===== src/rtl/wdr_pkg.sv =====
// Shared types for the frequency-change watchdog.
// Assumes: nothing beyond IEEE 1800-2017.
package wdr_pkg;
    typedef enum logic [1:0] {
        WD_IDLE = 2'd0,
        WD_RUN  = 2'd1,
        WD_LOCK = 2'd2
    } wd_state_e;
endpackage


===== src/rtl/wd_prescaler.sv =====
// Divides the base tick into time-out units of one of two lengths.
// Assumes: both unit lengths are at least 1; clr holds the divider at zero.
module wd_prescaler #(
    parameter int SHORT_UNIT = 150,
    parameter int LONG_UNIT  = 2500
) (
    input  logic clk,
    input  logic rst_n,
    input  logic clr,
    input  logic tick_en,
    input  logic long_sel,
    output logic unit_tick
);
    localparam int UMAX = (SHORT_UNIT > LONG_UNIT) ? SHORT_UNIT : LONG_UNIT;
    localparam int PW   = $clog2(UMAX + 1);
    localparam logic [PW-1:0] S_LIM = PW'(SHORT_UNIT - 1);
    localparam logic [PW-1:0] L_LIM = PW'(LONG_UNIT - 1);

    logic [PW-1:0] pre_q;
    logic [PW-1:0] lim;

    // Pick the terminal count for the selected unit.
    always_comb lim = long_sel ? L_LIM : S_LIM;

    // One unit tick when the divider sits at its terminal count.
    always_comb unit_tick = !clr && tick_en && (pre_q >= lim);

    // Divider register: cleared while idle, wraps at the terminal count.
    always_ff @(posedge clk) begin
        if (!rst_n || clr)
            pre_q <= '0;
        else if (tick_en)
            pre_q <= (pre_q >= lim) ? '0 : pre_q + 1'b1;
    end
endmodule


===== src/rtl/wd_downcount.sv =====
// Unit down-counter; flags expiry when the last unit elapses.
// Assumes: a load value of zero means 2^TIMER_W units; load wins over dec.
module wd_downcount #(
    parameter int TIMER_W = 5
) (
    input  logic               clk,
    input  logic               rst_n,
    input  logic               load,
    input  logic [TIMER_W-1:0] load_val,
    input  logic               dec,
    output logic               expire
);
    localparam int CW = TIMER_W + 1;
    localparam logic [CW-1:0] FULL = CW'(1) << TIMER_W;

    logic [CW-1:0] cnt_q;
    logic [CW-1:0] load_full;

    // Map a zero count to the full range.
    always_comb load_full = (load_val == '0) ? FULL : {1'b0, load_val};

    // Expiry is the decrement that takes the count from one to zero.
    always_comb expire = dec && !load && (cnt_q == CW'(1));

    // Count register: reload on request, else step down to zero.
    always_ff @(posedge clk) begin
        if (!rst_n)
            cnt_q <= '0;
        else if (load)
            cnt_q <= load_full;
        else if (dec && cnt_q != '0)
            cnt_q <= cnt_q - 1'b1;
    end
endmodule


===== src/rtl/wd_rst_pulse.sv =====
// Stretches a start strobe into a reset pulse of RST_TICKS base ticks.
// Assumes: RST_TICKS >= 1; a new start restarts the pulse.
module wd_rst_pulse #(
    parameter int RST_TICKS = 2
) (
    input  logic clk,
    input  logic rst_n,
    input  logic start,
    input  logic tick_en,
    output logic pull_low
);
    localparam int W = $clog2(RST_TICKS + 1);

    logic [W-1:0] cnt_q;

    // Pulse is active while ticks remain.
    always_comb pull_low = (cnt_q != '0);

    // Remaining-ticks register.
    always_ff @(posedge clk) begin
        if (!rst_n)
            cnt_q <= '0;
        else if (start)
            cnt_q <= W'(RST_TICKS);
        else if (tick_en && cnt_q != '0)
            cnt_q <= cnt_q - 1'b1;
    end
endmodule


===== src/rtl/wd_recovery_lock.sv =====
// Frequency-change watchdog: arms on software enable, counts after an
// accepted change, and on expiry sets status, locks into recovery and may
// pulse the open-drain reset. Also pulses reset on changes if enabled.
// Assumes: tick_en is the base time tick; the reset pad is external.
module wd_recovery_lock
    import wdr_pkg::*;
#(
    parameter int TIMER_W    = 5,
    parameter int SHORT_UNIT = 150,
    parameter int LONG_UNIT  = 2500,
    parameter int RST_TICKS  = 2
) (
    input  logic               clk,
    input  logic               rst_n,
    input  logic               tick_en,
    input  logic               wd_arm,
    input  logic [TIMER_W-1:0] wd_count,
    input  logic               wd_long,
    input  logic               rst_on_expire_en,
    input  logic               rst_on_change_en,
    input  logic               freq_change_req,
    input  logic               stat_wr,
    input  logic               stat_wdata,
    output logic               freq_wr_grant,
    output logic               wd_status,
    output logic               wd_locked,
    output logic               recov_sel,
    output logic               rst_pull_low
);
    wd_state_e state_q;
    logic      running;
    logic      unit_tick;
    logic      expire;
    logic      pulse_start;

    // Requests are accepted unless the recovery lock is held.
    always_comb freq_wr_grant = freq_change_req && (state_q != WD_LOCK);

    always_comb running     = (state_q == WD_RUN);
    always_comb wd_locked   = (state_q == WD_LOCK);
    always_comb recov_sel   = (state_q == WD_LOCK);
    always_comb pulse_start = (expire && rst_on_expire_en)
                           || (freq_wr_grant && rst_on_change_en);

    wd_prescaler #(
        .SHORT_UNIT(SHORT_UNIT),
        .LONG_UNIT (LONG_UNIT)
    ) presc_i (
        .clk      (clk),
        .rst_n    (rst_n),
        .clr      (!running || freq_wr_grant),
        .tick_en  (tick_en),
        .long_sel (wd_long),
        .unit_tick(unit_tick)
    );

    wd_downcount #(
        .TIMER_W(TIMER_W)
    ) cnt_i (
        .clk     (clk),
        .rst_n   (rst_n),
        .load    (!wd_arm || freq_wr_grant),
        .load_val(wd_count),
        .dec     (unit_tick),
        .expire  (expire)
    );

    wd_rst_pulse #(
        .RST_TICKS(RST_TICKS)
    ) pulse_i (
        .clk     (clk),
        .rst_n   (rst_n),
        .start   (pulse_start),
        .tick_en (tick_en),
        .pull_low(rst_pull_low)
    );

    // Control state: idle until a change, run until expiry, hold the lock.
    always_ff @(posedge clk) begin
        if (!rst_n || !wd_arm)
            state_q <= WD_IDLE;
        else begin
            case (state_q)
                WD_IDLE: if (freq_wr_grant) state_q <= WD_RUN;
                WD_RUN:  if (expire)        state_q <= WD_LOCK;
                WD_LOCK: state_q <= WD_LOCK;
                default: state_q <= WD_IDLE;
            endcase
        end
    end

    // Sticky time-out flag: expiry sets, a write of one clears.
    always_ff @(posedge clk) begin
        if (!rst_n)
            wd_status <= 1'b0;
        else if (expire)
            wd_status <= 1'b1;
        else if (stat_wr && stat_wdata)
            wd_status <= 1'b0;
    end
endmodule


===== config.mk =====
export PLATFORM = sky130hd
export DESIGN_NAME = wd_recovery_lock
export DESIGN_NICKNAME = d
export VERILOG_FILES = /design/src/rtl/wdr_pkg.sv /design/src/rtl/wd_prescaler.sv /design/src/rtl/wd_downcount.sv /design/src/rtl/wd_rst_pulse.sv /design/src/rtl/wd_recovery_lock.sv
export SDC_FILE = /design/constraint.sdc
export NUM_CORES = 1
export LEC_CHECK = 0
export CAP_MARGIN = 20
export CORE_MARGIN = 8
export CORE_UTILIZATION = 30
export CTS_BUF_LIST = sky130_fd_sc_hd__clkbuf_4
export DETAILED_ROUTE_END_ITERATION = 10
export DONT_BUFFER_PORTS = 1
export PLACE_DENSITY = 0.43
export SYNTH_ARGS = -nofsm -noshare
export SYNTH_HDL_FRONTEND = slang
export SYNTH_HIERARCHICAL = 1
export SYNTH_SLANG_ARGS = --single-unit
export TNS_END_PERCENT = 100

===== constraint.sdc =====
create_clock -name clk -period 2.7 [get_ports clk]
set_input_delay 0.54 -clock clk [delete_from_list [all_inputs] [get_ports clk]]
set_output_delay 0.54 -clock clk [all_outputs]
set_load 0.01 [all_outputs]

==> impl_metrics.py, run 1 <==
metrics = {
    "outcome": {
        "status": "finished, final reports clean",
    },
    "sta": {
        "fin_tns_setup_ns": 0,
        "min_period_ns": 2.440,
        "tightest_slew_ns": 0.7248,
        "finalHoldViolations": 0,
        "slew_headroom_pct": 51.68,
        "rsz0062_at_grt": "no",
        "final-setup-viol-count": 0,
        "skew_ns": 0.002986,
        "finalMaxSlewViolations": 0,
        "clock.fmax_mhz": 409.8,
        "finalCritPeriodShare_pct": 90.37,
    },
    "worst_setup_path": {
        "reg2regPathDepth": 8,
        "required_ns": 2.93,
        "worstPathMaxFanout": 5,
        "cpPeakStageDelay_ns": 0.48,
        "startpoint": "presc_i/pre_q[8]",
        "crit_cells": 8,
        "path_cells": "ha_1 -> o31a_1 -> or4b_1 -> o221a_4 -> nor2b_1 -> and4_1 -> a22o_1 -> o21a_1",
        "r2r-start": "presc_i/pre_q[8]",
        "r2r-end": "pulse_i/cnt_q[1]",
        "arrival_ns": 2.67,
        "cp_num_buf_inv": 0,
        "cp-end-kind": "register",
        "crit_path_end": "pulse_i/cnt_q[1]",
        "regToRegSetupSlack_ns": 0.26,
        "cpLargestDelayFamily": "compound AO/OA/AOI/OAI gates",
        "cp-start-kind": "register",
        "path_class": "register to register",
        "cpMaxStageDelayCell": "or4b_1",
    },
    "job": {
        "cap_viol_max_count": 0,
    },
    "route": {
        "firstDrtPassIters": 4,
        "drc": 0,
        "wire_per_inst_um": 13.64,
        "vias": 1194,
        "wl_mm": 3.233,
        "viasPerCell": 5.038,
        "final_antenna_net_count": 0,
        "drt_iter0_drc": 53,
    },
    "clock_network": {
        "ctsResizeCount": 0,
        "clk_path_buf_depth": 2,
        "htree_levels": 1,
        "cts-hold-fix-buffers": 0,
        "post_cts_buffers": 0,
        "path_clk_slew_ns": 0.14,
        "root_buffer": "clkbuf_4",
        "clk_latency_ns": 0.31,
        "cts_tree": "done",
        "cts_buffers": 3,
        "cts.sinks": 23,
    },
    "floorplan": {
        "boundaryPins": 20,
        "rows": 26,
        "die_w_um": 87.42,
        "core_mm2": 0.005010,
        "start_util_pct": 30.54,
        "die_area_mm2": 0.007642,
        "dieHeight_um": 87.42,
    },
    "cells_and_area": {
        "layout-drive-gt1-share_pct": 18.56,
        "area_growth_pct": 6.787,
        "nets": 197,
        "final_common_cell": "dfxtp_1",
        "n_antenna_cell": 0,
        "layout_common_cells": "dfxtp_1 (23), ha_1 (14), nand2_1 (12)",
    },
    "yosys": {
        "syn-instance-count": 166,
        "ys_seq_area_share_pct": 30.09,
        "syn-num-nets": 195,
        "synth.mux.area_fraction_pct": 2.617,
        "yosys.area_share.simple_pct": 30.74,
        "yosys_warnings": 6,
        "netlist_area_mm2": 0.001530,
        "synth_top_family_by_area": "simple AND/OR/NAND/NOR gates",
        "synth_area_per_cell_um2": 9.218,
        "synthAdderAreaFrac_pct": 11.45,
        "yosys.area_share.xor_xnor_pct": 7.441,
        "yosysUniqueCellTypes": 51,
        "ys_ff_latch": 23,
        "synth_compound_area_share_pct": 12.84,
    },
    "global_routing": {
        "antenna_found_initial": 0,
        "grt.total_usage_pct": 9.515,
        "grt_max_degree": 17,
        "grt_pass1_wl_mm": 5.789,
        "first_global_vias": 1284,
        "grt_overflow": 0,
    },
    "place": {
        "place_hpwl_mm": 2.488,
        "portBuffers": 0,
        "gp_congestion": 0.7521,
    },
    "power": {
        "leakage_nw": 0.5979,
        "power_uw": 645.1,
        "ir_drop_mv": 0.2048,
        "power_density_mw_per_mm2": 394.8,
    },
    "hold_path": {
        "hp-class": "primary input to register",
    },
}
[layer usage]
metal	track usage, %	routed length, µm
met2	16.46	1566
met1	9.984	1358
met3	4.528	276
met5	0	0
met4	2.656	32
[through the flow]
stage / setup slack [ns] / instances / area (µm²) / hold WS [ns] / utilization, %
after floorplan: 0.09720 / 166 / 1530 / 0.4544 / -
after detailed placement: 0.01892 / 233 / 1604 / 0.4808 / 32.02
after global routing: 0.1229 / 237 / 1634 / 0.3004 / 32.62
after CTS: 0.2593 / 237 / 1634 / 0.3151 / 32.62
after global placement: 0.04539 / 233 / 1604 / 0.4788 / 32.02
final: 0.2600 / 237 / 1634 / 0.3316 / 32.62
[power breakdown]
group,internal [mW],total [mW],switching [mW],leakage (nW)
sequential,0.351,0.364,0.0123,0.187
clock,0.0677,0.178,0.110,0.0184
combinational,0.0462,0.103,0.0569,0.393
total,0.465,0.645,0.180,0.598
[worst min path at each step]
stage,start,to,slack (ns),cells after the start
2_1_floorplan,cnt_i/cnt_q[1],cnt_i/cnt_q[1],0.45,2
3_3_place_gp,state_q[1],state_q[1],0.48,2
3_5_place_dp,cnt_i/cnt_q[1],cnt_i/cnt_q[1],0.48,2
4_1_cts,rst_n,pulse_i/cnt_q[1],0.32,1
5_1_grt,rst_n,pulse_i/cnt_q[1],0.30,1
6_report,rst_n,pulse_i/cnt_q[1],0.33,1
[cell usage after synthesis (all sizes together)]
cell / number / area share [%]
nand2b: 2 / 1.3
and3: 1 / 0.41
o311ai: 1 / 0.57
o31a: 1 / 0.57
nor2: 7 / 1.9
or2: 1 / 0.41
dfxtp: 23 / 30
and2b: 1 / 0.49
a211oi: 1 / 0.49
nand3: 10 / 3.3
nand3b: 1 / 0.49
clkbuf: 3 / 0.82
o221a: 1 / 1.3
a22oi: 1 / 0.49
o21a: 2 / 0.98
o21ai: 7 / 2.8
o2111a: 1 / 0.74
buf: 3 / 1.6
a31oi: 3 / 2.2
nand2: 13 / 3.4
xor2: 4 / 2.3
nand4b: 2 / 1.1
nor3b: 2 / 1.3
ha: 14 / 11
or4b: 1 / 0.65
a22o: 2 / 1.1
mux2i: 4 / 2.6
inv: 10 / 2.5
xnor2: 9 / 5.2
nand4: 4 / 1.6
and4: 1 / 0.57
nor4: 3 / 1.2
a21oi: 4 / 1.6
nor3: 18 / 9.9
nor2b: 5 / 2.7
[area by class of cell]
type / instances / area (µm²)
fillers: 547 / 3376
flip-flops and latches: 23 / 460.4
inverters: 10 / 37.54
repair buffers: 3 / 22.52
well taps: 70 / 87.58
multi-input cells: 127 / 996.0
clock buffers: 4 / 30.03
[state kept, by name, summed over array words and instances, names as in the netlist]
register and flops:
presc_i/pre_q 12, cnt_i/cnt_q 6, pulse_i/cnt_q 2, state_q 2, wd_status 1
[kinds of logic (layout without fill, tap and decap cells)]
group           count (synthesis)  after routing
simple gates                   72             72
compound gates                 24             24
flops                          23             23
buf+inv                        16             17
fa+ha+maj                      14             14
xor+xnor                       13             13
mux                             4              4
No activity file was read; power rests on OpenSTA's default activity.
==> run 2, diff against run 1 <==
--- a/config.mk
+++ b/config.mk
@@ -7,2 +7,3 @@
 export LEC_CHECK = 0
+export ABC_AREA = 1
 export CAP_MARGIN = 20
--- a/constraint.sdc
+++ b/constraint.sdc
@@ -3,2 +3,2 @@
 set_output_delay 0.54 -clock clk [all_outputs]
-set_load 0.01 [all_outputs]
+set_load 0.1 [all_outputs]
==> run 2 against run 1 <==
Global-route usage decreased by 0.73 points. Clock-buffer cell count decreased by 1. Clock power decreased by 3%. Clock skew increased by 0.0015 ns. Hold slack got worse by 0.027 ns. Wire length increased by 6.1%. Combinational power increased by 81%. Core utilization decreased by 0.26 points. Largest cell class unchanged.
==> impl_metrics.py, run 2 <==
metrics = {
    "route": {
        "firstDrtPassIters": 4,
        "wl_mm": 3.431,
        "drc": 0,
        "wire_per_inst_um": 10.79,
        "viasPerCell": 4.368,
        "vias": 1389,
        "final_antenna_net_count": 0,
        "drt_iter0_drc": 37,
    },
    "worst_setup_path": {
        "cpMaxStageDelayCell": "inv_2",
        "crit_top_cell": "inv_2",
        "arrival_ns": 1.47,
        "path_class": "register to output pin",
        "cp-start-kind": "register",
        "worstPathMaxFanout": 4,
        "path_cells": "inv_1 -> ha_2 -> inv_2 -> nand2_4 -> inv_2",
        "cp-end-kind": "output pin",
        "cpPeakStageDelay_ns": 0.38,
        "required_ns": 2.16,
    },
    "global_routing": {
        "grt_overflow": 0,
        "first_global_vias": 1341,
        "grt_max_degree": 14,
        "grt.total_usage_pct": 8.789,
        "antenna_found_initial": 0,
        "grt_pass1_wl_mm": 6.058,
    },
    "cells_and_area": {
        "seqCellArea_um2": 460.4,
        "fill_cells": 627,
        "final_common_cell": "nand2_1",
        "largest_register_ffs": 12,
        "layout_common_cells": "nand2_1 (55), nor2_1 (38), inv_1 (29)",
        "regMostFlops": "presc_i/pre_q",
        "multi_input_area_mm2": 0.001007,
        "final_util_pct": 32.36,
        "nets": 276,
        "area_growth_pct": 6.393,
        "reg_top3": "presc_i/pre_q (12), cnt_i/cnt_q (6)",
        "n_antenna_cell": 0,
        "layout-drive-gt1-share_pct": 17.48,
    },
    "power": {
        "ir_drop_mv": 0.1837,
        "leakage_nw": 0.7862,
        "power_density_mw_per_mm2": 415.6,
    },
    "yosys": {
        "synth-edff-count": 0,
        "synth_most_common_cell": "nand2_1",
        "yosysUniqueCellTypes": 30,
        "ys.flop_type": "dfxtp_1",
        "ys_top_cells_by_area": "dfxtp_1 (28%), nand2_1 (13%), ha_1 (11%)",
        "ys_ff_latch": 23,
        "yosys_warnings": 6,
        "yosys.area.top_type_share_pct": 28.01,
        "synth_top_area_cell": "dfxtp_1",
        "synthArstFlopShare_pct": 0,
        "syn-instance-count": 243,
        "synth_area_per_cell_um2": 6.766,
        "synth_common_cells": "nand2_1 (55), nor2_1 (38), inv_1 (29), dfxtp_1 (23), ha_1 (14)",
        "ys_seq_area_share_pct": 28.01,
        "netlist_area_mm2": 0.001644,
        "syn-num-nets": 272,
    },
    "sta": {
        "final-setup-viol-count": 0,
        "skew_ns": 0.004507,
        "finalHoldViolations": 0,
        "fin_tns_setup_ns": 0,
        "min_period_ns": 2.009,
        "tightest_slew_ns": 0.5487,
        "slew_headroom_pct": 63.72,
        "finalCritPeriodShare_pct": 74.40,
        "clock.fmax_mhz": 497.8,
        "rsz0062_at_grt": "no",
        "finalMaxSlewViolations": 0,
    },
    "floorplan": {
        "dieHeight_um": 90.03,
        "die_area_mm2": 0.008105,
        "boundaryPins": 20,
        "die_w_um": 90.03,
        "core_mm2": 0.005405,
        "rows": 27,
        "start_util_pct": 30.42,
    },
    "clock_network": {
        "cts_tree": "done",
        "path_clk_slew_ns": 0.14,
        "clk_path_buf_depth": 2,
        "clk_latency_ns": 0.32,
        "htree_levels": 1,
        "ctsResizeCount": 0,
        "cts.sinks": 23,
        "cts-hold-fix-buffers": 0,
        "cts_buffers": 3,
        "post_cts_buffers": 0,
        "root_buffer": "clkbuf_4",
    },
    "place": {
        "gp_congestion": 0.7461,
        "portBuffers": 0,
        "place_hpwl_mm": 2.712,
    },
    "outcome": {
        "status": "finished, final reports clean",
    },
    "hold_path": {
        "hp-class": "primary input to register",
    },
    "job": {
        "cap_viol_max_count": 0,
    },
}
[run 2: path summary, 6_finish.rpt]
kind / endpoint / cells after the start / slack [ns] / startpoint
worst max register to register: cnt_i/cnt_q[5] / 15 / 0.72 / presc_i/pre_q[11]
worst min register to register: pulse_i/cnt_q[0] / 2 / 0.46 / pulse_i/cnt_q[0]
worst min-delay path: cnt_i/cnt_q[3] / 2 / 0.30 / rst_n
worst max-delay path: freq_wr_grant / 5 / 0.69 / state_q[0]
[run 2: layout make-up]
type | count | area share (%)
sequential | 23 | 26.32
clock buffer | 3 | 1.288
tap | 72 | 5.150
clock inverter | 1 | 0.2861
timing repair buffer | 2 | 0.8584
inverter | 39 | 8.512
multi-input combinational | 178 | 57.58
[run 2: per-layer routing]
metal	global-route usage (%)	routed length (µm)	up-vias
li1	-	-	756
met5	0	0	-
met2	14.97	1608	15
met1	10.45	1669	616
met3	2.743	126	2
met4	2.080	26	0
[run 2: per-stage QoR]
stage                     cell area (µm²)  total power [mW]  std cells  setup slack [ns]  hold slack, ns
after floorplan                      1644            0.5381        243            0.3907          0.4340
after global placement               1722            0.5652        314            0.5031          0.4561
after detailed placement             1722            0.5626        314            0.4248          0.4484
after CTS                            1749            0.7436        318            0.6595          0.2836
after global routing                 1749            0.7811        318            0.5176          0.2634
final                                1749            0.7269        318            0.6913          0.3045
[run 2: cell families after synthesis]
family,count (synthesis),share of synthesized area (%)
DFF,23,28.01
adders and majority gates,14,10.65
muxes,1,0.6089
AOI/OAI and AO/OA,19,6.621
buffers and inverters,42,10.88
xor gates and xnor gates,7,3.729
and+or+nand+nor,137,39.50
[run 2: worst max-delay path: cells and delay by family (launching register included)]
family / cells / cell delay [ns]
buffers and inverters: 3 / 0.52
DFF: 1 / 0.36
and+or+nand+nor: 1 / 0.06
adders and majority gates: 1 / 0.20
[run 2: report_power, final]
part	total [mW]	internal, mW	switching, mW
registers	0.368	0.355	0.0126
clock network	0.173	0.0555	0.117
logic	0.186	0.0536	0.133
total	0.727	0.464	0.262
==> run 3, diff against run 2 <==
clock period = 1.6 ns   (was 2.7 ns; I/O delays follow)
==> run 3 against run 2 <==
The flow now finishes with violations (negative setup slack). Die area unchanged. Final cell count up 8.2%. Total power up 82%. Clock skew about the same. Global-route usage up 0.49 points. Hold slack worse by 0.21 ns. Critical endpoint is now cnt_i/cnt_q[4].
==> impl_metrics.py, run 3 (synthesized netlist as in run 2, its figures left out) <==
metrics = {
    "sta": {
        "rsz0062_at_grt": "yes",
        "clock.fmax_mhz": 575.2,
        "finalCritPeriodShare_pct": 108.7,
        "slew_headroom_pct": 79.84,
        "tightest_slew_ns": 0.3014,
        "finalMaxSlewViolations": 0,
        "finalHoldViolations": 0,
        "min_period_ns": 1.739,
        "skew_ns": 0.004625,
        "final-setup-viol-count": 11,
        "setup_ws_ns": -0.1387,
    },
    "floorplan": {
        "core_mm2": 0.005405,
        "start_util_pct": 30.42,
        "die_area_mm2": 0.008105,
        "boundaryPins": 20,
        "die_w_um": 90.03,
        "dieHeight_um": 90.03,
        "rows": 27,
    },
    "worst_setup_path": {
        "cp-end-kind": "register",
        "required_ns": 1.83,
        "arrival_ns": 1.97,
        "cpMaxStageDelayCell": "dfxtp_2",
        "cpPeakStageDelay_ns": 0.36,
        "worstPathMaxFanout": 5,
        "cp-start-kind": "register",
        "path_class": "register to register",
        "crit_top_cell": "nand2_2",
        "path_cells": "ha_4 -> nand2_2 -> inv_2 -> nand2_2 -> nor2_2 -> nand2_1 -> nand3_2 -> nand2_2 -> inv_2 -> nor2_4 -> buf_6 -> nor2_4 -> nand2_2 -> nor2_1 -> nor2_1",
        "cpLargestDelayFamily": "simple AND/OR/NAND/NOR gates",
        "cp_num_buf_inv": 3,
    },
    "place": {
        "gp_congestion": 0.7872,
        "portBuffers": 0,
        "pre_cts_ws_ns": -0.3035,
        "place_hpwl_mm": 2.897,
    },
    "outcome": {
        "violations": "negative setup slack",
        "status": "finished, violations left",
    },
    "cells_and_area": {
        "n_antenna_cell": 0,
        "nets": 302,
        "area_growth_pct": 30.21,
        "final_common_cell": "nand2_1",
        "reg_top3": "presc_i/pre_q (12), cnt_i/cnt_q (6)",
        "final_util_pct": 39.61,
        "largest_register_ffs": 12,
        "layout-drive-gt1-share_pct": 36.03,
        "regMostFlops": "presc_i/pre_q",
        "layout_common_cells": "nand2_1 (48), nor2_1 (35), inv_1 (25)",
    },
    "clock_network": {
        "path_clk_slew_ns": 0.14,
        "root_buffer": "clkbuf_4",
        "cts_buffers": 3,
        "clk_path_buf_depth": 2,
        "cts_tree": "done",
        "htree_levels": 1,
        "cts.sinks": 23,
        "clk_latency_ns": 0.32,
    },
    "global_routing": {
        "grt.total_usage_pct": 9.282,
        "grt_pass1_wl_mm": 6.320,
        "antenna_found_initial": 0,
        "first_global_vias": 1442,
        "grt_max_degree": 14,
        "grt_overflow": 0,
    },
    "route": {
        "final_antenna_net_count": 0,
        "wl_mm": 3.611,
        "drc": 0,
        "drt_iter0_drc": 31,
        "vias": 1463,
        "wire_per_inst_um": 10.50,
        "firstDrtPassIters": 4,
        "viasPerCell": 4.253,
    },
    "job": {
        "cap_viol_max_count": 0,
    },
    "power": {
        "ir_drop_mv": 0.2463,
        "leakage_nw": 0.9493,
        "power_density_mw_per_mm2": 617.8,
    },
    "hold_path": {
        "hp-class": "primary input to register",
    },
}
[run 3: changes by cell type in the layout (fill, tap and decap cells not counted), moves of 5 or more]
cell     previous run  this run
buf_4               2        20
dfxtp_1            23        15
dfxtp_2             0         8
ha_4                0         5
nand2_1            55        48
nand2_2             7        14
[run 3: final timing paths]
path	start	end	slack, ns	cells after the start
worst max register to register	presc_i/pre_q[11]	cnt_i/cnt_q[4]	-0.14	15
worst min-delay path	rst_n	pulse_i/cnt_q[1]	0.09	2
worst min register to register	pulse_i/cnt_q[0]	pulse_i/cnt_q[0]	0.47	2
worst max-delay path	presc_i/pre_q[11]	cnt_i/cnt_q[4]	-0.14	15
[run 3: power by group]
group / leakage, nW / switching, mW / internal [mW]
Clock: 0.0177 / 0.196 / 0.0935
Sequential: 0.191 / 0.0217 / 0.600
Combinational: 0.740 / 0.248 / 0.163
Total: 0.949 / 0.465 / 0.857
[run 3: cell type report]
cell class | instances | area (µm²)
clock inverters | 1 | 5.005
repair buffers | 28 | 291.5
flip-flops and latches | 23 | 470.5
clock buffers | 3 | 22.52
multi-input cells | 178 | 1110
fillers | 592 | 3264
inverters | 39 | 151.4
well taps | 72 | 90.09
[run 3: timing repair]
action	CTS	global route
pin swaps	7	8
buffers inserted	6	0
resized for setup	18	13
endpoints found under the setup margin	14	27
hold buffers	0	0
hold endpoints to repair	0	0
[run 3: layer usage]
layer  vias to the layer above  global-route usage, %  wire (µm)
li1                        806                      -          -
met1                       640                  10.32       1632
met2                        15                  16.93       1809
met3                         2                  1.663        139
met4                         0                  3.745         29
met5                         -                      0          0
[run 3: worst register-to-register path, stage by stage (launching register included)]
cell and delay, ns:
dfxtp_2 0.36, ha_4 0.27, nand2_2 0.05, inv_2 0.04
nand2_2 0.05, nor2_2 0.09, nand2_1 0.06, nand3_2 0.08
nand2_2 0.06, inv_2 0.07, nor2_4 0.04, buf_6 0.11
nor2_4 0.16, nand2_2 0.06, nor2_1 0.10, nor2_1 0.04
[run 3: stage by stage]
step	setup TNS [ns]	std cells	hold WS, ns	cell area (µm²)	power, mW
6_report	-1.109	344	0.09108	2141	1.323
2_1_floorplan	-1.102	243	0.4176	1682	0.9173
5_1_grt	-3.497	344	0.06753	2141	1.416
3_5_place_dp	-3.174	334	0.4293	1944	1.003
3_3_place_gp	-3.160	334	0.4252	1944	1.004
4_1_cts	-1.262	344	0.07253	2096	1.333
